$ cat config.mk
export PLATFORM = sky130hd
export DESIGN_NAME = bus_width_conv
export DESIGN_NICKNAME = d
export VERILOG_FILES = /design/src/rtl/bwc_pkg.sv /design/src/rtl/bwc_cfg_latch.sv /design/src/rtl/bwc_lane_merge.sv /design/src/rtl/bwc_lane_sel.sv /design/src/rtl/bus_width_conv.sv
export SDC_FILE = /design/constraint.sdc
export NUM_CORES = 1
export LEC_CHECK = 0
export BUFFER_PORTS_ARGS = -buffer_cell sky130_fd_sc_hd__buf_2
export CAP_MARGIN = 10
export CORE_UTILIZATION = 42
export DETAILED_ROUTE_END_ITERATION = 7
export GPL_ROUTABILITY_DRIVEN = 0
export PLACE_DENSITY_LB_ADDON = 0.12
export SYNTH_ARGS = -nofsm -noshare
export SYNTH_HDL_FRONTEND = slang
export SYNTH_SLANG_ARGS = --single-unit
$ cat constraint.sdc
create_clock -name clk -period 6.81 [get_ports clk]
set_input_delay 0.681 -clock clk [delete_from_list [all_inputs] [get_ports clk]]
set_output_delay 0.681 -clock clk [all_outputs]
set_load 0.005 [all_outputs]
$ cat src/rtl/bwc_pkg.sv
package bwc_pkg;

    localparam int LANES     = 4;
    localparam int LOG_LANES = 2;

    typedef enum logic [1:0] {
        ST_EMPTY = 2'd0,
        ST_FILL  = 2'd1,
        ST_DRAIN = 2'd2
    } fsm_e;

    typedef struct packed {
        logic                 pack;
        logic                 big;
        logic [LOG_LANES-1:0] in_log;
        logic [LOG_LANES-1:0] out_log;
    } cfg_t;

    function automatic cfg_t decode_cfg(input logic [2:0] code, input logic big);
        cfg_t c;
        c.pack    = 1'b0;
        c.big     = big;
        c.in_log  = LOG_LANES'(2);
        c.out_log = LOG_LANES'(2);
        case (code)
            3'd1: c.out_log = LOG_LANES'(1);
            3'd2: c.out_log = LOG_LANES'(0);
            3'd3: begin c.in_log = LOG_LANES'(1); c.pack = 1'b1; end
            3'd4: begin c.in_log = LOG_LANES'(0); c.pack = 1'b1; end
            default: c.pack = 1'b0;
        endcase
        return c;
    endfunction

endpackage

$ cat src/rtl/bwc_cfg_latch.sv
module bwc_cfg_latch
    import bwc_pkg::*;
(
    input  logic       clk,
    input  logic       rst_n,
    input  logic [2:0] mode_pin,
    input  logic       big_pin,
    output cfg_t       cfg
);

    always_ff @(posedge clk) begin
        if (!rst_n) begin
            cfg <= decode_cfg(mode_pin, big_pin);
        end
    end

endmodule

$ cat src/rtl/bwc_lane_merge.sv
module bwc_lane_merge
    import bwc_pkg::*;
#(
    parameter int LANE_W = 9
) (
    input  logic [LANE_W-1:0]    in_l    [LANES],
    input  logic [LOG_LANES-1:0] slot,
    input  logic [LOG_LANES-1:0] pl_log,
    input  logic                 load,
    output logic [LANES-1:0]     wr_en,
    output logic [LANE_W-1:0]    wr_lane [LANES]
);

    for (genvar k = 0; k < LANES; k++) begin : g_lane
        logic [LOG_LANES-1:0] owner;
        logic [LOG_LANES-1:0] src;
        assign owner      = LOG_LANES'(k) >> pl_log;
        assign src        = LOG_LANES'(k) - (slot << pl_log);
        assign wr_en[k]   = load && (owner == slot);
        assign wr_lane[k] = in_l[src];
    end

endmodule

$ cat src/rtl/bwc_lane_sel.sv
module bwc_lane_sel
    import bwc_pkg::*;
#(
    parameter int LANE_W = 9
) (
    input  logic [LANE_W-1:0]    hold_l [LANES],
    input  logic [LOG_LANES-1:0] slice,
    input  logic [LOG_LANES-1:0] pl_log,
    output logic [LANE_W-1:0]    out_l  [LANES]
);

    localparam int LCNT_W = LOG_LANES + 1;

    logic [LCNT_W-1:0] part_lanes;
    assign part_lanes = LCNT_W'(1) << pl_log;

    for (genvar j = 0; j < LANES; j++) begin : g_lane
        logic [LOG_LANES-1:0] src;
        assign src      = (slice << pl_log) + LOG_LANES'(j);
        assign out_l[j] = (LCNT_W'(j) < part_lanes) ? hold_l[src] : '0;
    end

endmodule

$ cat src/rtl/bus_width_conv.sv
module bus_width_conv
    import bwc_pkg::*;
#(
    parameter  int LANE_W = 9,
    localparam int WIDE_W = LANE_W * bwc_pkg::LANES
) (
    input  logic              clk,
    input  logic              rst_n,
    input  logic [2:0]        cfg_mode,
    input  logic              cfg_big,
    input  logic [WIDE_W-1:0] in_data,
    input  logic              in_valid,
    output logic              in_ready,
    output logic [WIDE_W-1:0] out_data,
    output logic              out_valid,
    input  logic              out_ready
);

    localparam int LIDX_W = LOG_LANES;
    localparam int LCNT_W = LOG_LANES + 1;

    cfg_t               cfg;
    fsm_e               state_q, state_d;
    logic [LIDX_W-1:0]  cnt_q, cnt_d;
    logic [LANE_W-1:0]  in_l    [LANES];
    logic [LANE_W-1:0]  hold_l  [LANES];
    logic [LANE_W-1:0]  wr_lane [LANES];
    logic [LANE_W-1:0]  out_l   [LANES];
    logic [LANES-1:0]   wr_en;
    logic [LIDX_W-1:0]  parts_log, cnt_max, arr_idx, in_slot, out_slot;
    logic               last_beat, accept, emit;

    bwc_cfg_latch u_cfg (
        .clk      (clk),
        .rst_n    (rst_n),
        .mode_pin (cfg_mode),
        .big_pin  (cfg_big),
        .cfg      (cfg)
    );

    // derived per-configuration counts
    assign parts_log = LIDX_W'(LOG_LANES) - (cfg.pack ? cfg.in_log : cfg.out_log);
    assign cnt_max   = LIDX_W'((LCNT_W'(1) << parts_log) - LCNT_W'(1));

    for (genvar k = 0; k < LANES; k++) begin : g_io
        assign in_l[k] = in_data[k*LANE_W +: LANE_W];
        assign out_data[k*LANE_W +: LANE_W] = out_l[k];
    end

    // output process
    always_comb begin
        out_valid = (state_q == ST_DRAIN);
        last_beat = cfg.pack || (cnt_q == cnt_max);
        in_ready  = (state_q != ST_DRAIN) || (out_ready && last_beat);
        accept    = in_valid && in_ready;
        emit      = out_valid && out_ready;
        arr_idx   = (state_q == ST_FILL) ? cnt_q : '0;
        in_slot   = !cfg.pack ? '0 : (cfg.big ? cnt_max - arr_idx : arr_idx);
        out_slot  = cfg.pack ? '0 : (cfg.big ? cnt_max - cnt_q : cnt_q);
    end

    // next-state process
    always_comb begin
        state_d = state_q;
        cnt_d   = cnt_q;
        unique case (state_q)
            ST_EMPTY: begin
                if (accept) begin            // load / begin_pack
                    state_d = cfg.pack ? ST_FILL : ST_DRAIN;
                    cnt_d   = cfg.pack ? LIDX_W'(1) : '0;
                end
            end
            ST_FILL: begin
                if (accept) begin
                    if (cnt_q == cnt_max) begin   // complete
                        state_d = ST_DRAIN;
                        cnt_d   = '0;
                    end else begin
                        cnt_d = cnt_q + 1'b1;
                    end
                end
            end
            ST_DRAIN: begin
                if (emit) begin
                    if (!last_beat) begin         // next_part
                        cnt_d = cnt_q + 1'b1;
                    end else if (accept) begin    // reload
                        state_d = cfg.pack ? ST_FILL : ST_DRAIN;
                        cnt_d   = cfg.pack ? LIDX_W'(1) : '0;
                    end else begin                // release
                        state_d = ST_EMPTY;
                        cnt_d   = '0;
                    end
                end
            end
            default: begin
                state_d = ST_EMPTY;
                cnt_d   = '0;
            end
        endcase
    end

    // state register process
    always_ff @(posedge clk) begin
        if (!rst_n) begin
            state_q <= ST_EMPTY;
            cnt_q   <= '0;
        end else begin
            state_q <= state_d;
            cnt_q   <= cnt_d;
        end
    end

    bwc_lane_merge #(.LANE_W(LANE_W)) u_merge (
        .in_l    (in_l),
        .slot    (in_slot),
        .pl_log  (cfg.in_log),
        .load    (accept),
        .wr_en   (wr_en),
        .wr_lane (wr_lane)
    );

    for (genvar k = 0; k < LANES; k++) begin : g_hold
        always_ff @(posedge clk) begin
            if (!rst_n) begin
                hold_l[k] <= '0;
            end else if (wr_en[k]) begin
                hold_l[k] <= wr_lane[k];
            end
        end
    end

    bwc_lane_sel #(.LANE_W(LANE_W)) u_sel (
        .hold_l (hold_l),
        .slice  (out_slot),
        .pl_log (cfg.out_log),
        .out_l  (out_l)
    );


    cfg_hold_chk: assert property (@(posedge clk) disable iff (!rst_n)
        $past(rst_n) |-> $stable(cfg));


    narrow_zero_chk: assert property (@(posedge clk) disable iff (!rst_n)
        out_valid && (cfg.out_log != LIDX_W'(LOG_LANES)) |->
            ((out_data >> (LANE_W << cfg.out_log)) == '0));


    part_range_chk: assert property (@(posedge clk) disable iff (!rst_n)
        cnt_q <= cnt_max);


    stall_hold_chk: assert property (@(posedge clk) disable iff (!rst_n)
        out_valid && !out_ready |=> out_valid && $stable(out_data));


    stall_block_chk: assert property (@(posedge clk) disable iff (!rst_n)
        out_valid && !out_ready |-> !in_ready);


    reset_idle_chk: assert property (@(posedge clk) disable iff (!rst_n)
        $rose(rst_n) |-> !out_valid && in_ready);

endmodule

Word-level counts from Yosys, hierarchy flattened
Index checks and enable logic that the tools add are counted.

storage, ports and cells
  flip-flop bits (word level) = 46
  input port bits = 44
  logic and storage cells = 133

operators by class
  $add $sub $neg = 12
  $lt $le $gt $ge = 12
  eq/ne operators = 17
  shift operators = 8
  multiplexer cells = 53
  bitwise logic cells = 8
  reduce and logical (&&, ||, !) cells = 13

operator list
  cell                                                        number
  2-to-1 mux 9 bit                                            20
  binary-select mux 9 bit (select 2 bit)                      8
  2-to-1 mux 2 bit                                            18
  >= comparator 3 bit (second input constant)                 8
  NOT 2 -> 3 bit                                              8
  case mux 2 bit (3 select lines)                             2
  == test 2 bit                                               5
  != test 2 x 1 -> 1 bit (second input constant)              5
  case mux 2 bit (2 select lines)                             2
  logical AND 1 bit                                           7
  == test 3 x 2 -> 1 bit (second input constant)              2
  less-than comparator 1 x 3 -> 1 bit (first input constant)  2
  less-than comparator 2 x 3 -> 1 bit (first input constant)  2
  subtractor 2 bit (first input constant)                     3
  AND reduction 5 bit                                         1
  adder 2 x 1 -> 2 bit (second input constant)                2
  adder 2 bit (second input constant)                         2
  left shift 2 x 2 -> 2 bit                                   2
  >> shifter 1 x 2 -> 2 bit (first input constant)            2
  >> shifter 2 x 2 -> 2 bit (first input constant)            2
  subtractor 1 x 2 -> 2 bit (first input constant)            2
  subtractor 2 bit                                            2
  == test 3 x 1 -> 1 bit (second input constant)              1
  == test 3 bit (second input constant)                       1
  other kinds (11)                                            14

Longest topological paths before layout
  depth in word-level cells = 14
  depth in mapped cells = 15

By module
Synthesis repeated with hierarchy kept, for this count alone.

unflattened totals
  cell total of the unflattened synthesis = 397
  area total of the unflattened synthesis = 3963.8 µm²

modules (own cells, without submodules)
  module          instances  cells each  area each (µm²)  seq. area each (µm²)
  bus_width_conv  1          179         1834.3           800.8
  bwc_lane_merge  1          104         1088.5           0.0
  bwc_lane_sel    1          100         809.5            0.0
  bwc_cfg_latch   1          14          231.5            180.2

Worst setup path before layout
OpenSTA, ideal clock, no wires.

  kind = flip-flop to output port
  start = reg, netlist name u_cfg.cfg[1]
  end = out out_data[20]
  arrival = 3.336 ns
  data required time = 6.129 ns
  setup slack = 2.793 ns
  stages on the path, launching flop included = 13
  cell sequence = edfxtp_1 -> inv_1 -> clkbuf_1 -> buf_1 -> o21ai_0 -> ha_1 -> ha_1 -> a211oi_4 -> nand2_1 -> a21oi_4 -> buf_6 -> mux4_2 -> and2_1

on the way
  cells in the longest elaborated chain, start to end = 14
  elaborated cells on any way between the ends = 16
  those cells by class = add/sub (4); order compare (1); shift (3); mux (7); bitwise (1)

RTL lines
  what                                                 line                  source
  2-to-1 mux 2 bit                                     bus_width_conv.sv:42  assign parts_log = LIDX_W'(LOG_LANES) - (cfg.pack ? cfg.in_log : cfg.out_log);
  subtractor 2 bit                                     bus_width_conv.sv:42
  left shift 1 x 2 -> 2 bit                            bus_width_conv.sv:43  assign cnt_max = LIDX_W'((LCNT_W'(1) << parts_log) - LCNT_W'(1));
  subtractor 2 bit                                     bus_width_conv.sv:43
  subtractor 2 bit                                     bus_width_conv.sv:59  out_slot = cfg.pack ? '0 : (cfg.big ? cnt_max - cnt_q : cnt_q);
  2-to-1 mux 2 bit (2 in a row)                        bus_width_conv.sv:59
  left shift 2 x 2 -> 2 bit                            bwc_lane_sel.sv:19    assign src = (slice << pl_log) + LOG_LANES'(j);
  adder 2 bit                                          bwc_lane_sel.sv:19
  NOT 2 -> 3 bit (implied by the code)                 bwc_lane_sel.sv:20    assign out_l[j] = (LCNT_W'(j) < part_lanes) ? hold_l[src] : '0;
  binary-select mux 9 bit (select 2 bit)               bwc_lane_sel.sv:20
  2-to-1 mux 9 bit (implied by the code) (2 in a row)  bwc_lane_sel.sv:20
  2-to-1 mux 9 bit (*)                                 bwc_lane_sel.sv:20
  to (decl)                                            bus_width_conv.sv:14  output logic [WIDE_W-1:0] out_data,

Every way passes the cells marked *; elsewhere a longest branch is shown, timed or not. The select of a mux whose other input is x is not followed.

Worst setup path after layout
  start = reg, netlist name u_cfg.cfg[1]
  end = out out_data[5]

on the way
  cells in the longest elaborated chain, start to end = 13
  elaborated cells on any way between the ends = 15
  those cells by class = add/sub (3); order compare (1); shift (3); mux (7); bitwise (1)

RTL lines
  what                                                 line
  2-to-1 mux 2 bit                                     bus_width_conv.sv:42
  subtractor 2 bit                                     bus_width_conv.sv:42
  left shift 1 x 2 -> 2 bit                            bus_width_conv.sv:43
  subtractor 2 bit                                     bus_width_conv.sv:43
  subtractor 2 bit                                     bus_width_conv.sv:59
  2-to-1 mux 2 bit (2 in a row)                        bus_width_conv.sv:59
  left shift 2 x 2 -> 2 bit                            bwc_lane_sel.sv:19
  NOT 2 -> 3 bit (implied by the code)                 bwc_lane_sel.sv:20
  binary-select mux 9 bit (select 2 bit)               bwc_lane_sel.sv:20
  2-to-1 mux 9 bit (implied by the code) (2 in a row)  bwc_lane_sel.sv:20
  2-to-1 mux 9 bit (*)                                 bwc_lane_sel.sv:20

Marks and branches as above.

==> results.tsv <==
stage	metric	value	unit
floorplanning	core area	9284	sq um
final_layout	layout cell share with drive strength beyond 1	0.2353	
route	DRC	0	
critical_path	worst endpoint data arrival time	4.51	ns
timing	Setup TNS Final	0	ns
logic_synthesis	FFs w/ async S/R, synth	0	
critical_path	most frequent CP cell	ha_1	
timing	Setup Viol. Count Final	0	
logic_synthesis	synth unique cells	61	
clock_tree	clock-pin slew on the worst setup and hold paths	0.09	ns
critical_path	CP Launch Type	flop	
critical_path	critical path's slowest cell	edfxtp_1	
final_layout	leading cell type in the layout, fill and taps excluded	buf_2	
route	Starting DRT DRC Count	269	
job	max-cap viol count	0	
final_layout	fin util	0.4911	
power_and_ir_drop	VDD IR max	0.00007079	V
status	status	complete, no violations	
timing	Final Cycle Share	0.7621	
final_layout	Reg area	980.9	sq um
clock_tree	Inserted Clock Buffers	5	
power_and_ir_drop	Leak Pwr	0.001926	uW
final_layout	number of fill cells	950	
route	vias per inst	5.878	
timing	Setup Skew	0.006342	ns
timing	Worst Hold Margin	0.5449	ns
global_routing	initial antenna violation count	0	
clock_tree	Sink Count	46	
clock_tree	CTS tree	yes	
timing	Fmax	0.1927	GHz
placement	placed cell areas	4456	sq um
floorplanning	die area	10070	sq um
timing	minimum clock period	5.190	ns
timing	Worst slew margin	0.2475	
logic_synthesis	Synthesized Nets	521	
clock_tree	Clock Latency Late Sink	0.30	ns
final_layout	design area	4559	sq um
timing	final hold viol count	0	
clock_tree	Clk Tree Root Cell	clkbuf_8	
clock_tree	H-Tree Depth	2	
worst_hold_path	min-delay worst type	reg2reg	
timing	Worst-Margin Slew	1.126	ns
global_routing	first-pass GRT wire length	17790	um
final_layout	Layout area overhead	12.26	%
placement	I/O Buffers	81	
critical_path	Worst EP required	6.13	ns
logic_synthesis	Mapped Cells	472	
route	Routed WL per cell	17.19	um
global_routing	largest net degree at the start of global routing	37	
floorplanning	row cnt	35	
global_routing	vias in the first global route	3266	
clock_tree	PostCTS Resize Cnt	0	
route	Routed Antenna Nets	0	
critical_path	Setup CP Type	reg2out	
floorplanning	Ports	82	
route	Total Routed Length	11280	um
clock_tree	Post-CTS Setup Repair Bufs	0	
floorplanning	DIE HEIGHT	100.3	um
clock_tree	clk buf depth	2	
final_layout	most frequent cells in the layout	81 x buf_2, 58 x nand2_1, 53 x a21oi_1, 40 x dfxtp_1, 28 x nor3_1	
clock_tree	CTS Hold Bufs	0	
route	Vias	3856	
floorplanning	initial core utilization	0.4375	
logic_synthesis	EDFF count, synth	6	
floorplanning	Die W	100.3	um
logic_synthesis	Synth area leaders	dfxtp_1 20%, mux4_2 6.7%, a21oi_1 6.5%	
critical_path	CP top delay family	compound AO/OA/AOI/OAI gates	
placement	Placement Setup Slack	1.960	ns
timing	RSZ-0062 raised after global routing	false	
critical_path	crit-path max FO	22	
global_routing	All-Layer GR Usage	0.2230	
logic_synthesis	Synth Register Bits	46	
timing	final max-slew violation count	0	
final_layout	nets	575	
critical_path	CP cell instances	inv_1 -> o21ai_0 -> ha_1 -> ha_1 -> a211oi_4 -> nand2_1 -> a21oi_4 -> mux4_1 -> nor2b_1 -> buf_2	
critical_path	CP peak stage delay	0.88	ns
route	DRT Pass-1 Iters	5	
logic_synthesis	Top FF cell, synth	dfxtp_1	
placement	Post-DP HPWL	8696	um
logic_synthesis	area leader, netlist	dfxtp_1	
timing	PnR worst setup slack	1.620	ns
critical_path	Worst setup EP type	output port	
logic_synthesis	top-area cell type share of the netlist area	0.1972	
power_and_ir_drop	PD cells	190.9	nW/um^2
logic_synthesis	Synth Warn #	0	
critical_path	Worst Path Buf+Inv	2	
final_layout	Diodes inserted	0	
logic_synthesis	Mean Syn Cell Area	8.605	sq um
global_routing	total congestion overflow	0	
final_layout	area of the multi-input gates	2844	sq um
logic_synthesis	Mapped Area	4061	sq um
logic_synthesis	sequential area share after synthesis	0.2415	
sequential cells by signal, indices dropped and copies added (netlist names):
register   flops
cnt_q          2
hold_l        36
state_q        2
u_cfg.cfg      6
synthesized netlist by cell type, drive strengths merged, types with 3 or more instances:
master and number:
nand2 58, a21oi 55, dfxtp 40, nor3 28, buf 21, mux2i 19, nor2 19, mux2 18
mux4 18, clkbuf 17, nand3 16, and2 12, nor2b 12, a211oi 11, nand4 11, o211ai 11
nor3b 10, a22o 9, a22oi 9, a311oi 9, a32o 9, inv 8, edfxtp 6, o21ai 6
ha 5, nand2b 5, xor2 4, and3 3
kinds of logic after synthesis:
| kind of cell | Yosys count | share of synthesized area |
|---|---|---|
| buffers and inverters | 46 | 0.05823 |
| XOR/XNOR | 6 | 0.01664 |
| AO/OA/AOI/OAI | 133 | 0.2385 |
| flip-flops | 46 | 0.2415 |
| adder cells (fa/ha/maj) | 5 | 0.01540 |
| AND/OR/NAND/NOR | 181 | 0.2277 |
| multiplexers | 55 | 0.2021 |
final timing paths:
check	cells past startpoint	from	slack (ns)	end
worst min-delay path	2	hold_l[18]	0.54	hold_l[18]
worst max register to register	10	u_cfg.cfg[1]	2.62	hold_l[8]
worst min register to register	2	hold_l[18]	0.54	hold_l[18]
worst max-delay path	10	u_cfg.cfg[1]	1.62	out_data[5]
tightest hold or removal path: stages (launching register included):
cell      delay, ns
dfxtp_1        0.34
a21oi_1        0.11
a211oi_1       0.05
cell type report:
cell class	count	share of cell area
Multi-Input combinational cell	380	0.6238
Sequential cell	46	0.2151
Timing Repair Buffer	85	0.09632
Tap cell	129	0.03540
Clock buffer	6	0.02058
Inverter	8	0.006586
Clock inverter	2	0.002195
power by group:
| group | leakage [uW] | switching [uW] | internal (uW) |
|---|---|---|---|
| Combinational | 0.00148 | 188 | 147 |
| Clock | 0.0000561 | 96.9 | 93.4 |
| Sequential | 0.000387 | 40.7 | 304 |
| Total | 0.00193 | 326 | 544 |
metrics by stage:
step / cells / total power (uW)
6_report: 656 / 870.3
3_5_place_dp: 648 / 682.0
2_1_floorplan: 472 / 586.6
5_1_grt: 656 / 923.7
4_1_cts: 656 / 870.8
3_3_place_gp: 647 / 670.0
routing by layer:
metal | share of wire | track usage
met1 | 0.53 | 0.3697
met2 | 0.40 | 0.3008
met3 | 0.060 | 0.02716
met4 | 0.0078 | 0.04459
met5 | 0 | 0
Note: power is estimated with default switching activity, not from simulation.
